$ cat src/rtl/cfgload_pkg.sv
package cfgload_pkg;

  // Dword indices (byte offset >> 2) inside the capability window
  localparam logic [9:0] IDX_CAPHDR    = 10'h2E0;  // 0xB80
  localparam logic [9:0] IDX_VNDHDR    = 10'h2E1;  // 0xB84
  localparam logic [9:0] IDX_MARKER    = 10'h2E2;  // 0xB88
  localparam logic [9:0] IDX_BOARDSTAT = 10'h2E7;  // 0xB9C, status in upper half
  localparam logic [9:0] IDX_MODECTL   = 10'h2E8;  // 0xBA0
  localparam logic [9:0] IDX_DATA      = 10'h2EA;  // 0xBA8
  localparam logic [9:0] IDX_PROGCTL   = 10'h2EB;  // 0xBAC
  localparam logic [9:0] IDX_CREDIT    = 10'h2F2;  // 0xBC8

  // Status field bit positions (host software decodes these)
  localparam int unsigned ST_READY   = 2;
  localparam int unsigned ST_ERROR   = 3;
  localparam int unsigned ST_MODE    = 4;
  localparam int unsigned ST_USER    = 5;
  localparam int unsigned ST_DONE    = 7;
  localparam int unsigned ST_CLKUSE  = 8;
  localparam int unsigned ST_SUCCESS = 10;

  // Strobes from control to datapath
  typedef struct packed {
    logic push;   // take the current write word into the FIFO
    logic flush;  // drop everything queued (session idle)
  } dpStrobe_t;

endpackage

$ cat src/rtl/cfgload_dpath.sv
module cfgload_dpath
  import cfgload_pkg::*;
#(
  parameter int unsigned DATA_W = 32,
  parameter int unsigned DEPTH  = 4   // power of two
) (
  input  logic              clk,
  input  logic              rstN,
  input  dpStrobe_t         strobe,
  input  logic [DATA_W-1:0] wrData,
  input  logic              sinkReady,
  output logic              sinkValid,
  output logic [DATA_W-1:0] sinkData,
  output logic              fifoFull
);

  localparam int unsigned PTR_W = (DEPTH > 1) ? $clog2(DEPTH) : 1;
  localparam int unsigned CNT_W = PTR_W + 1;

  logic [DATA_W-1:0] store [DEPTH];
  logic [PTR_W-1:0]  wrPtr, rdPtr;
  logic [CNT_W-1:0]  fill;
  logic              doPush, doPop;

  assign fifoFull  = (fill == CNT_W'(DEPTH));
  assign sinkValid = (fill != '0);
  assign sinkData  = store[rdPtr];
  assign doPush    = strobe.push && !fifoFull;
  assign doPop     = sinkValid && sinkReady;

  // one write-enabled slot per entry
  for (genvar g = 0; g < DEPTH; g++) begin : g_slot
    always_ff @(posedge clk) begin
      if (doPush && wrPtr == PTR_W'(g)) store[g] <= wrData;
    end
  end

  always_ff @(posedge clk) begin
    if (!rstN || strobe.flush) begin
      wrPtr <= '0;
      rdPtr <= '0;
      fill  <= '0;
    end else begin
      if (doPush) wrPtr <= wrPtr + PTR_W'(1);
      if (doPop)  rdPtr <= rdPtr + PTR_W'(1);
      if (doPush && !doPop)      fill <= fill + CNT_W'(1);
      else if (doPop && !doPush) fill <= fill - CNT_W'(1);
    end
  end

endmodule

$ cat src/rtl/cfgload_ctrl.sv
module cfgload_ctrl
  import cfgload_pkg::*;
#(
  parameter logic [11:0] NEXT_CAP_OFFSET  = 12'h000,
  parameter logic [15:0] BOARD_ID         = 16'h0000,
  parameter int unsigned WORDS_PER_CREDIT = 1024,
  parameter int unsigned RECOVER_WORDS    = 43008,
  parameter int unsigned DEADLINE_CYCLES  = 5000000
) (
  input  logic        clk,
  input  logic        rstN,
  input  logic        regWrEn,
  input  logic        regRdEn,
  input  logic [11:0] regAddr,
  input  logic [3:0]  regByteEn,
  input  logic [1:0]  ctlWrBits,
  input  logic        fifoFull,
  input  logic        sinkReady,
  input  logic        sinkEnd,
  input  logic        sinkErr,
  input  logic        fabricClkInUse,
  output dpStrobe_t   strobe,
  output logic        regRdValid,
  output logic [31:0] regRdData,
  output logic        cfgModeOut,
  output logic        fabricDisable,
  output logic        engineStart,
  output logic        xferStart,
  output logic        fabricUserMode,
  output logic [15:0] statusVec,
  output logic [7:0]  creditCnt
);

  localparam int unsigned WIN_W = $clog2(WORDS_PER_CREDIT + 1);
  localparam int unsigned TOT_W = $clog2(RECOVER_WORDS + 1);
  localparam int unsigned DL_W  = $clog2(DEADLINE_CYCLES + 1);

  logic [9:0]       wordIdx;
  logic             aligned;
  logic             wrMode, wrProg, wrData;
  logic             modeBit, disBit, engBit, xferBit;
  logic             errFlag, errFatal, doneFlag, userMode;
  logic [WIN_W-1:0] winLeft;
  logic [TOT_W-1:0] wordsIn;
  logic [DL_W-1:0]  deadCnt;
  logic             sessIdle, accept, grant, deadHit, raiseErr, endOk;
  logic [31:0]      rdMux;

  assign wordIdx = regAddr[11:2];
  assign aligned = (regAddr[1:0] == 2'b00);
  assign wrMode  = regWrEn && aligned && wordIdx == IDX_MODECTL && regByteEn[0];
  assign wrProg  = regWrEn && aligned && wordIdx == IDX_PROGCTL && regByteEn[0];
  assign wrData  = regWrEn && aligned && wordIdx == IDX_DATA && regByteEn == 4'hF;

  assign sessIdle = !modeBit && !engBit && !xferBit;
  assign accept   = wrData && winLeft != '0 && !errFlag && !doneFlag
                    && !fifoFull && !sessIdle;
  assign grant    = modeBit && engBit && xferBit && !errFlag && !doneFlag
                    && winLeft == '0 && sinkReady;
  assign deadHit  = winLeft != '0 && deadCnt == DL_W'(DEADLINE_CYCLES - 1);
  assign raiseErr = !errFlag && !doneFlag && (deadHit || sinkErr);
  assign endOk    = sinkEnd && !sinkErr && !errFlag && !doneFlag;

  assign strobe.push  = accept;
  assign strobe.flush = sessIdle;

  // control bits
  always_ff @(posedge clk) begin
    if (!rstN) begin
      modeBit <= 1'b0;
      disBit  <= 1'b0;
      engBit  <= 1'b0;
      xferBit <= 1'b0;
    end else begin
      if (wrMode) begin
        modeBit <= ctlWrBits[0];
        disBit  <= ctlWrBits[1];
      end
      if (wrProg) begin
        engBit  <= ctlWrBits[0];
        xferBit <= ctlWrBits[1];
      end
    end
  end

  // credit window, session word count, deadline
  always_ff @(posedge clk) begin
    if (!rstN) begin
      winLeft   <= '0;
      wordsIn   <= '0;
      deadCnt   <= '0;
      creditCnt <= '0;
    end else begin
      if (grant) creditCnt <= creditCnt + 8'd1;
      if (sessIdle) begin
        winLeft <= '0;
        wordsIn <= '0;
      end else begin
        if (grant)       winLeft <= WIN_W'(WORDS_PER_CREDIT);
        else if (accept) winLeft <= winLeft - WIN_W'(1);
        if (accept && wordsIn < TOT_W'(RECOVER_WORDS)) wordsIn <= wordsIn + TOT_W'(1);
      end
      if (sessIdle || grant || winLeft == '0) deadCnt <= '0;
      else if (!errFlag && !deadHit)          deadCnt <= deadCnt + DL_W'(1);
    end
  end

  // error, done, user mode
  always_ff @(posedge clk) begin
    if (!rstN) begin
      errFlag  <= 1'b0;
      errFatal <= 1'b0;
      doneFlag <= 1'b0;
      userMode <= 1'b0;
    end else begin
      if (raiseErr) begin
        errFlag  <= 1'b1;
        errFatal <= (wordsIn >= TOT_W'(RECOVER_WORDS));
      end else if (errFlag && !errFatal && sessIdle) begin
        errFlag  <= 1'b0;
      end
      if (endOk) doneFlag <= 1'b1;
      userMode <= doneFlag;
    end
  end

  always_comb begin
    statusVec             = '0;
    statusVec[ST_READY]   = modeBit && engBit && !errFlag && !doneFlag;
    statusVec[ST_ERROR]   = errFlag;
    statusVec[ST_MODE]    = modeBit;
    statusVec[ST_USER]    = userMode;
    statusVec[ST_DONE]    = doneFlag;
    statusVec[ST_CLKUSE]  = fabricClkInUse;
    statusVec[ST_SUCCESS] = doneFlag;
  end

  always_comb begin
    rdMux = '0;
    if (aligned) begin
      case (wordIdx)
        IDX_CAPHDR:    rdMux = {NEXT_CAP_OFFSET, 4'h1, 16'h000B};
        IDX_VNDHDR:    rdMux = {12'h05C, 4'h0, 16'h1172};
        IDX_MARKER:    rdMux = 32'h4172_1172;
        IDX_BOARDSTAT: rdMux = {statusVec, BOARD_ID};
        IDX_MODECTL:   rdMux = {30'd0, disBit, modeBit};
        IDX_PROGCTL:   rdMux = {30'd0, xferBit, engBit};
        IDX_CREDIT:    rdMux = {16'd0, creditCnt, 8'd0};
        default:       rdMux = '0;
      endcase
    end
  end

  always_ff @(posedge clk) begin
    if (!rstN) begin
      regRdValid <= 1'b0;
      regRdData  <= '0;
    end else begin
      regRdValid <= regRdEn;
      if (regRdEn) regRdData <= rdMux;
    end
  end

  assign cfgModeOut     = modeBit;
  assign fabricDisable  = disBit;
  assign engineStart    = engBit;
  assign xferStart      = xferBit;
  assign fabricUserMode = userMode;

endmodule

$ cat src/rtl/cfgload_cap.sv
module cfgload_cap
  import cfgload_pkg::*;
#(
  parameter logic [11:0] NEXT_CAP_OFFSET = 12'h000,
  parameter logic [15:0] BOARD_ID        = 16'h0000,
  parameter int unsigned CREDIT_BYTES    = 4096,
  parameter int unsigned RECOVER_BYTES   = 172032,
  parameter int unsigned CLK_HZ          = 100000000,
  parameter int unsigned DEADLINE_MS     = 50,
  parameter int unsigned FIFO_DEPTH      = 4
) (
  input  logic        clk,
  input  logic        rstN,
  input  logic        regWrEn,
  input  logic        regRdEn,
  input  logic [11:0] regAddr,
  input  logic [3:0]  regByteEn,
  input  logic [31:0] regWrData,
  output logic        regRdValid,
  output logic [31:0] regRdData,
  output logic        sinkValid,
  input  logic        sinkReady,
  output logic [31:0] sinkData,
  input  logic        sinkEnd,
  input  logic        sinkErr,
  input  logic        fabricClkInUse,
  output logic        cfgModeOut,
  output logic        fabricDisable,
  output logic        engineStart,
  output logic        xferStart,
  output logic        fabricUserMode
);

  localparam int unsigned WORDS_PER_CREDIT = CREDIT_BYTES / 4;
  localparam int unsigned RECOVER_WORDS    = RECOVER_BYTES / 4;
  localparam int unsigned DEADLINE_CYCLES  = (CLK_HZ / 1000) * DEADLINE_MS;

  dpStrobe_t   strobe;
  logic        fifoFull;
  logic [15:0] statusVec;
  logic [7:0]  creditCnt;

  cfgload_ctrl #(
    .NEXT_CAP_OFFSET (NEXT_CAP_OFFSET),
    .BOARD_ID        (BOARD_ID),
    .WORDS_PER_CREDIT(WORDS_PER_CREDIT),
    .RECOVER_WORDS   (RECOVER_WORDS),
    .DEADLINE_CYCLES (DEADLINE_CYCLES)
  ) u_ctrl (
    .clk            (clk),
    .rstN           (rstN),
    .regWrEn        (regWrEn),
    .regRdEn        (regRdEn),
    .regAddr        (regAddr),
    .regByteEn      (regByteEn),
    .ctlWrBits      (regWrData[1:0]),
    .fifoFull       (fifoFull),
    .sinkReady      (sinkReady),
    .sinkEnd        (sinkEnd),
    .sinkErr        (sinkErr),
    .fabricClkInUse (fabricClkInUse),
    .strobe         (strobe),
    .regRdValid     (regRdValid),
    .regRdData      (regRdData),
    .cfgModeOut     (cfgModeOut),
    .fabricDisable  (fabricDisable),
    .engineStart    (engineStart),
    .xferStart      (xferStart),
    .fabricUserMode (fabricUserMode),
    .statusVec      (statusVec),
    .creditCnt      (creditCnt)
  );

  cfgload_dpath #(
    .DATA_W(32),
    .DEPTH (FIFO_DEPTH)
  ) u_dpath (
    .clk      (clk),
    .rstN     (rstN),
    .strobe   (strobe),
    .wrData   (regWrData),
    .sinkReady(sinkReady),
    .sinkValid(sinkValid),
    .sinkData (sinkData),
    .fifoFull (fifoFull)
  );

endmodule

$ cat config.mk
export PLATFORM = sky130hd
export DESIGN_NAME = cfgload_cap
export DESIGN_NICKNAME = d
export VERILOG_FILES = /design/src/rtl/cfgload_pkg.sv /design/src/rtl/cfgload_dpath.sv /design/src/rtl/cfgload_ctrl.sv /design/src/rtl/cfgload_cap.sv
export SDC_FILE = /design/constraint.sdc
export NUM_CORES = 1
export LEC_CHECK = 0
export CORE_UTILIZATION = 30
export CTS_CLUSTER_SIZE = 12
export DETAILED_ROUTE_END_ITERATION = 12
export GPL_TIMING_DRIVEN = 0
export HOLD_SLACK_MARGIN = 0.15
export PLACE_DENSITY = 0.5
export SLEW_MARGIN = 15
export SYNTH_ARGS = -nofsm -noshare
export SYNTH_HDL_FRONTEND = slang
export SYNTH_SLANG_ARGS = --single-unit
$ cat constraint.sdc
create_clock -name clk -period 5.3 [get_ports clk]
set_input_delay 0.53 -clock clk [delete_from_list [all_inputs] [get_ports clk]]
set_output_delay 0.53 -clock clk [all_outputs]
set_load 0.1 [all_outputs]
# Word-level counts from Yosys, hierarchy flattened
# Memory sizes are Yosys's and may differ from the RTL's. A register that Yosys moved wholly into a read port is not among the register bits.
# Cells that the tools add are included.
# op_classes
addsub	8
n_lt_le_gt_ge	2
n_eq_ne	14
muxes	27
bitwise	1
reduce_logical	71
# op_table
op	n
$pmux W31 S7	1
$mux W32	4
$reduce_or A32 Y1	3
$eq A10 B10 Y1 const B	8
$logic_and A1 B1 Y1	40
$add A23 B1 Y23 const B	1
$eq A23 B23 Y1 const B	1
$mux W11	2
$add A16 B1 Y16 const B	1
$ge A16 B16 Y1 const B	1
$lt A16 B16 Y1 const B	1
$logic_not A1 Y1	13
$mux W1	13
$logic_not A11 Y1	1
$reduce_bool A11 Y1	1
$sub A11 B1 Y11 const B	1
$mux W2	5
$add A8 B1 Y8 const B	1
$mux W3	2
$reduce_bool A2 Y1	3
$add A2 B1 Y2 const B	2
$eq A2 B2 Y1 const B	2
$eq A4 B4 Y1 const B	1
$logic_not A2 Y1	2
9 further kinds	13
# word_totals
register_bits	106
ramBits	128
inputBits	56
memories	1
# memory_table
name	depth	word_bits	read_ports	rd_clocked_by_memory_dff	wr	line_no	rtl
u_dpath.store	4	32	1	1	1	cfgload_dpath.sv:20	logic [DATA_W-1:0] store [DEPTH];

# Longest topological paths before layout
# logic_depth
ltp_word	17
depth_mapped	12

# Hierarchy
# A second synthesis with hierarchy kept.
# hier_totals
cells_unflattened	737
area_unflattened_um2	9490.4
# by_module_without_submodules
mod	n_inst	cells_each	area_per_inst_um2
cfgload_dpath	1	216	5089.9
cfgload_ctrl	1	521	4400.5

# Worst setup path after synthesis
# OpenSTA, ideal clock, no wires.
# synth_timing
path_kind	register -> register
startpoint	reg u_ctrl.modeBit, in the netlist u_ctrl.cfgModeOut
endpoint	reg u_dpath.fill[2]
setup_time_ps	70
arrival_ps	3256
required_ps	5230
setup_slack_ps	1974
stages_incl_launch_ff	11
path_buffers	0
period_less_slack_ps	3326
cell_sequence	dfxtp_1 -> nor3_1 -> a2111oi_2 -> nand3_1 -> clkinv_1 -> ha_1 -> inv_1 -> fa_1 -> xor2_1 -> or3_1 -> a21oi_1
# synth_between
elab_chain_cells	9
word_cells_on_any_way	12
# synth_rtl
element	line_no	rtl
start, declared	cfgload_ctrl.sv:41	logic modeBit, disBit, engBit, xferBit;
start signal, assigned	cfgload_ctrl.sv:76	modeBit <= ctlWrBits[0];
$logic_not A1 Y1 *	cfgload_ctrl.sv:55	assign sessIdle = !modeBit && !engBit && !xferBit;
$logic_and A1 B1 Y1 * (2 in series)	cfgload_ctrl.sv:55	
$logic_not A1 Y1 *	cfgload_ctrl.sv:57	&& !fifoFull && !sessIdle;
$logic_and A1 B1 Y1 *	cfgload_ctrl.sv:57	
$logic_and A1 B1 Y1 *	cfgload_dpath.sv:28	assign doPush = strobe.push && !fifoFull;
net u_dpath.doPush	cfgload_dpath.sv:23	logic doPush, doPop;
$logic_not A1 Y1	cfgload_dpath.sv:47	else if (doPop && !doPush) fill <= fill - CNT_W'(1);
$logic_and A1 B1 Y1	cfgload_dpath.sv:47	
$reduce_bool A2 Y1 (no line)	n/a	
end signal, assigned	cfgload_dpath.sv:46	if (doPush && !doPop) fill <= fill + CNT_W'(1);
end signal, assigned	cfgload_dpath.sv:47	
end, declared	cfgload_dpath.sv:22	logic [CNT_W-1:0] fill;
# Mark *: on every way through the listed nets, which the timed path passes. The rest lies on a longest branch.
# A chain may end at the register's enable or synchronous reset.

==> qor.csv <==
stage,metric,value,unit
critical_path,critPathKind,flop to output port,
critical_path,cp_data_required_time,4770,ps
clock_network,cts_hold_buffers,0,
placed_design,port_buffers,119,
status,status,completed,
timing,rsz0062_at_grt,false,
routing,wl,21000,um
timing,skew,8.38,ps
clock_network,clock_latency,530,ps
placed_design,place_hpwl,14400,um
synthesis,synth-edff-count,128,
power_and_ir_drop,p_sw_share,20.7,%
clock_network,cts_max_level,1,
global_routing,use_met1,18.0,%
synthesis,synth_top_area_share,41.6,%
finish,fill_cells,2879,
power_and_ir_drop,power_leakage,3.70,nW
synthesis,async_flop_share,0,%
power_and_ir_drop,power_density,306,nW/um^2
power_and_ir_drop,seq_power_share,50.3,%
timing,finalMaxSlewViolations,0,
finish,drive_above_1_share,12.0,%
die,die_h,178,um
routing,dr.pass1.iters,7,
power_and_ir_drop,total_power,0.00364,W
global_routing,grt_pass1_wl,33300,um
die,row_count,63,
synthesis,muxShareOfSynthArea,8.77,%
synthesis,synth-seq-area-share,62.2,%
routing,drt-initial-drc-count,320,
placed_design,gp_congestion,0.750,
synthesis,synthAdderAreaFrac,1.57,%
timing,final_hold_viol_count,0,
global_routing,grt_max_degree,27,
synthesis,synth-main-ff-cell,edfxtp_1,
die,pin_count,127,
critical_path,path_max_fanout,10,
clock_network,post_cts_buffers,0,
critical_path,rr_startpoint,u_ctrl.errFlag,
finish,n_antenna_cell,0,
synthesis,synth-xor-area-share,2.65,%
timing,tightest_slew,1060,ps
routing,vias,6130,
global_routing,grt_pass1_vias,6090,
synthesis,synth_seq_cells,223,
die,core_area,30000,um^2
critical_path,regToRegSetupSlack,1860,ps
synthesis,syn_area,9240,um^2
routing,drc,0,
global_routing,grtUsageTotal,13.4,%
synthesis,yosys.area_share.simple,14.7,%
timing,setup_tns,0,ps
power_and_ir_drop,p_int,0.00288,W
critical_path,r2r-end,u_dpath.fill[2],
power_and_ir_drop,clock_power_share,46.3,%
timing,setup_viol,0,
global_routing,antenna_found_initial,0,
synthesis,syn_inst,711,
critical_path,worst_path_dominant_cell_family,buffers and inverters,
synthesis,yosysUniqueCellTypes,59,
routing,antenna_left,0,
finish,finalNetCount,934,
critical_path,critPathMaxStageDelay,1030,ps
critical_path,arrival,3450,ps
global_routing,use_met3,2.83,%
clock_network,clockBufferDepth,3,
clock_network,cts_resized,0,
run,drv_cap,0,
timing,hold-worst-slack,459,ps
timing,max_freq,251,MHz
synthesis,synth_top_family_by_area,simple AND/OR/NAND/NOR gates,
clock_network,cts_tree,done,
critical_path,start_kind,flop,
critical_path,crit_path_end,sinkData[8],
clock_network,cts_sinks,223,
finish,post-route-util,39.6,%
timing,final.min_clock_period,3980,ps
critical_path,crit_path_end_kind,output port,
critical_path,cp.depth,4,
die,initial_core_util,30.9,%
power_and_ir_drop,ir_drop,0.227,mV
critical_path,cp_cell_sequence,clkbuf_1 > buf_1 > mux4_2 > clkdlybuf4s50_1,
synthesis,synth_compound_area_share,7.15,%
routing,wl_per_cell,16.4,um
synthesis,syn_avg_cell_area,13.0,um^2
power_and_ir_drop,power_frac_comb,3.3,%
synthesis,ys_warn_count,0,
synthesis,synth_top_cell_by_area,edfxtp_1,
global_routing,overflow,0,
critical_path,path_buf_inv,3,
routing,vias_per_cell,4.80,
global_routing,top_usage_layer,met2,
clock_network,path_clk_slew,60,ps
synthesis,yosys-top-cells-area,"edfxtp_1 (42%), dfxtp_1 (21%), mux4_2 (7.8%)",
power_and_ir_drop,p_sw,0.000754,W
finish,area_growth,28.4,%
timing,slew_headroom,29.3,%
critical_path,r2r_cells,11,
hold_path,min-delay-path-class,flop to flop,
clock_network,cts_buffers,25,
critical_path,slowest_stage,clkdlybuf4s50_1,
global_routing,use_met2,22.0,%
die,die_area,31500,um^2
die,die_w,178,um
clock_network,cts_root_buf,clkbuf_16,
timing,finalCritPeriodShare,75.2,%
==> registers in the layout, summed over array words and instances (netlist names), 2 cells and up, named ones only <==
signal	flops
u_ctrl.winLeft	11
u_ctrl.wordsIn	16
u_dpath.wrPtr	2
u_dpath.rdPtr	2
u_ctrl.deadCnt	23
u_dpath.store	128
u_ctrl.creditCnt	8
u_ctrl.regRdData	19
u_dpath.fill	3
==> power by group through the flow <==
stage	Sequential, W	Combinational (W)	Clock (W)
6_report	0.00183	0.000121	0.00168
5_1_grt	0.00183	0.000130	0.00180
4_1_cts	0.00183	0.000122	0.00173
3_5_place_dp	0.00187	0.000121	0
3_3_place_gp	0.00187	0.000121	0
2_1_floorplan	0.00187	0.0000487	0
==> Yosys cell counts, types with 10 or more instances <==
cell type,count
o21ai_0,22
edfxtp_1,128
and2_1,14
or3_1,14
a21oi_1,38
buf_4,13
nand4_1,19
a21boi_0,12
or4_1,17
nand3_1,28
mux4_2,32
nor2b_1,22
clkbuf_1,16
nand2_1,39
xnor2_1,20
nor2_1,41
nor4_1,14
dfxtp_1,95
inv_1,18
ha_1,10
==> layer usage <==
metal  vias up  routed length (um)
li1       2993                   -
met4         0                 320
met3        30                1110
met2       137                9770
met1      2970                9790
met5         -                   0
==> worst register-to-register path, delay by kind of cell, from the launching register on <==
family	cells	cell delay [ps]
compound gates	2	650
fa+ha+maj	2	600
flops	1	310
xor+xnor	1	160
simple gates	3	1180
buf+inv	3	470
==> area by class of cell <==
cell class              instances  area, um^2  share of cell area [%]
flip-flops and latches        223        5750                    48.4
clock buffers                  42         779                    6.57
well taps                     390         488                    4.11
plain buffers                  38         201                    1.70
multi-input cells             437        3260                    27.5
clock inverters                 4        35.0                   0.295
inverters                      19        71.3                   0.601
repair buffers                123        1290                    10.8
==> worst min path at each step <==
stage | from | to | slack (ps) | cells after the start
floorplan | u_ctrl.wordsIn[15] | u_ctrl.wordsIn[15] | 430 | 2
global placement | u_ctrl.errFatal | u_ctrl.errFatal | 450 | 2
detailed placement | u_ctrl.errFatal | u_ctrl.errFatal | 460 | 2
CTS | u_ctrl.errFatal | u_ctrl.errFatal | 460 | 2
global route | u_ctrl.errFatal | u_ctrl.errFatal | 490 | 2
finish | u_ctrl.errFatal | u_ctrl.errFatal | 460 | 2
==> cell usage in the layout (no fill, tap or decap), types with 4 or more instances in the layout <==
master,n
a21boi_0,12
a21oi_1,38
and2_1,10
and2_2,4
and3_1,5
buf_1,6
buf_4,13
clkbuf_1,24
clkbuf_16,25
clkbuf_8,9
clkdlybuf4s50_1,119
conb_1,7
dfxtp_1,95
edfxtp_1,128
ha_1,10
inv_1,18
mux2i_1,9
mux4_2,32
nand2_1,39
nand2b_1,5
nand3_1,28
nand4_1,19
nor2_1,41
nor2b_1,22
nor3_1,8
nor4_1,14
o21ai_0,22
o31ai_1,9
or3_1,14
or4_1,17
xnor2_1,20
xor2_1,8
==> metrics by stage <==
step / std cells / worst slack, ps / cell area, um^2
3_3_place_gp: 1226 / 562 / 10900
4_1_cts: 1276 / 1200 / 11900
6_report: 1276 / 1320 / 11900
2_1_floorplan: 717 / 1970 / 9270
5_1_grt: 1276 / 1080 / 11900
3_5_place_dp: 1230 / 1120 / 11100
==> cells by family (layout without fill, tap and decap cells) <==
kind of cell	count (synthesis)	count (layout)
DFF	223	223
xor gates and xnor gates	28	28
adders and majority gates	11	11
buffers and inverters	57	226
other	1	7
AOI/OAI and AO/OA	105	105
and+or+nand+nor	245	245
muxes	41	41
No activity file was read; power rests on OpenSTA's default activity.
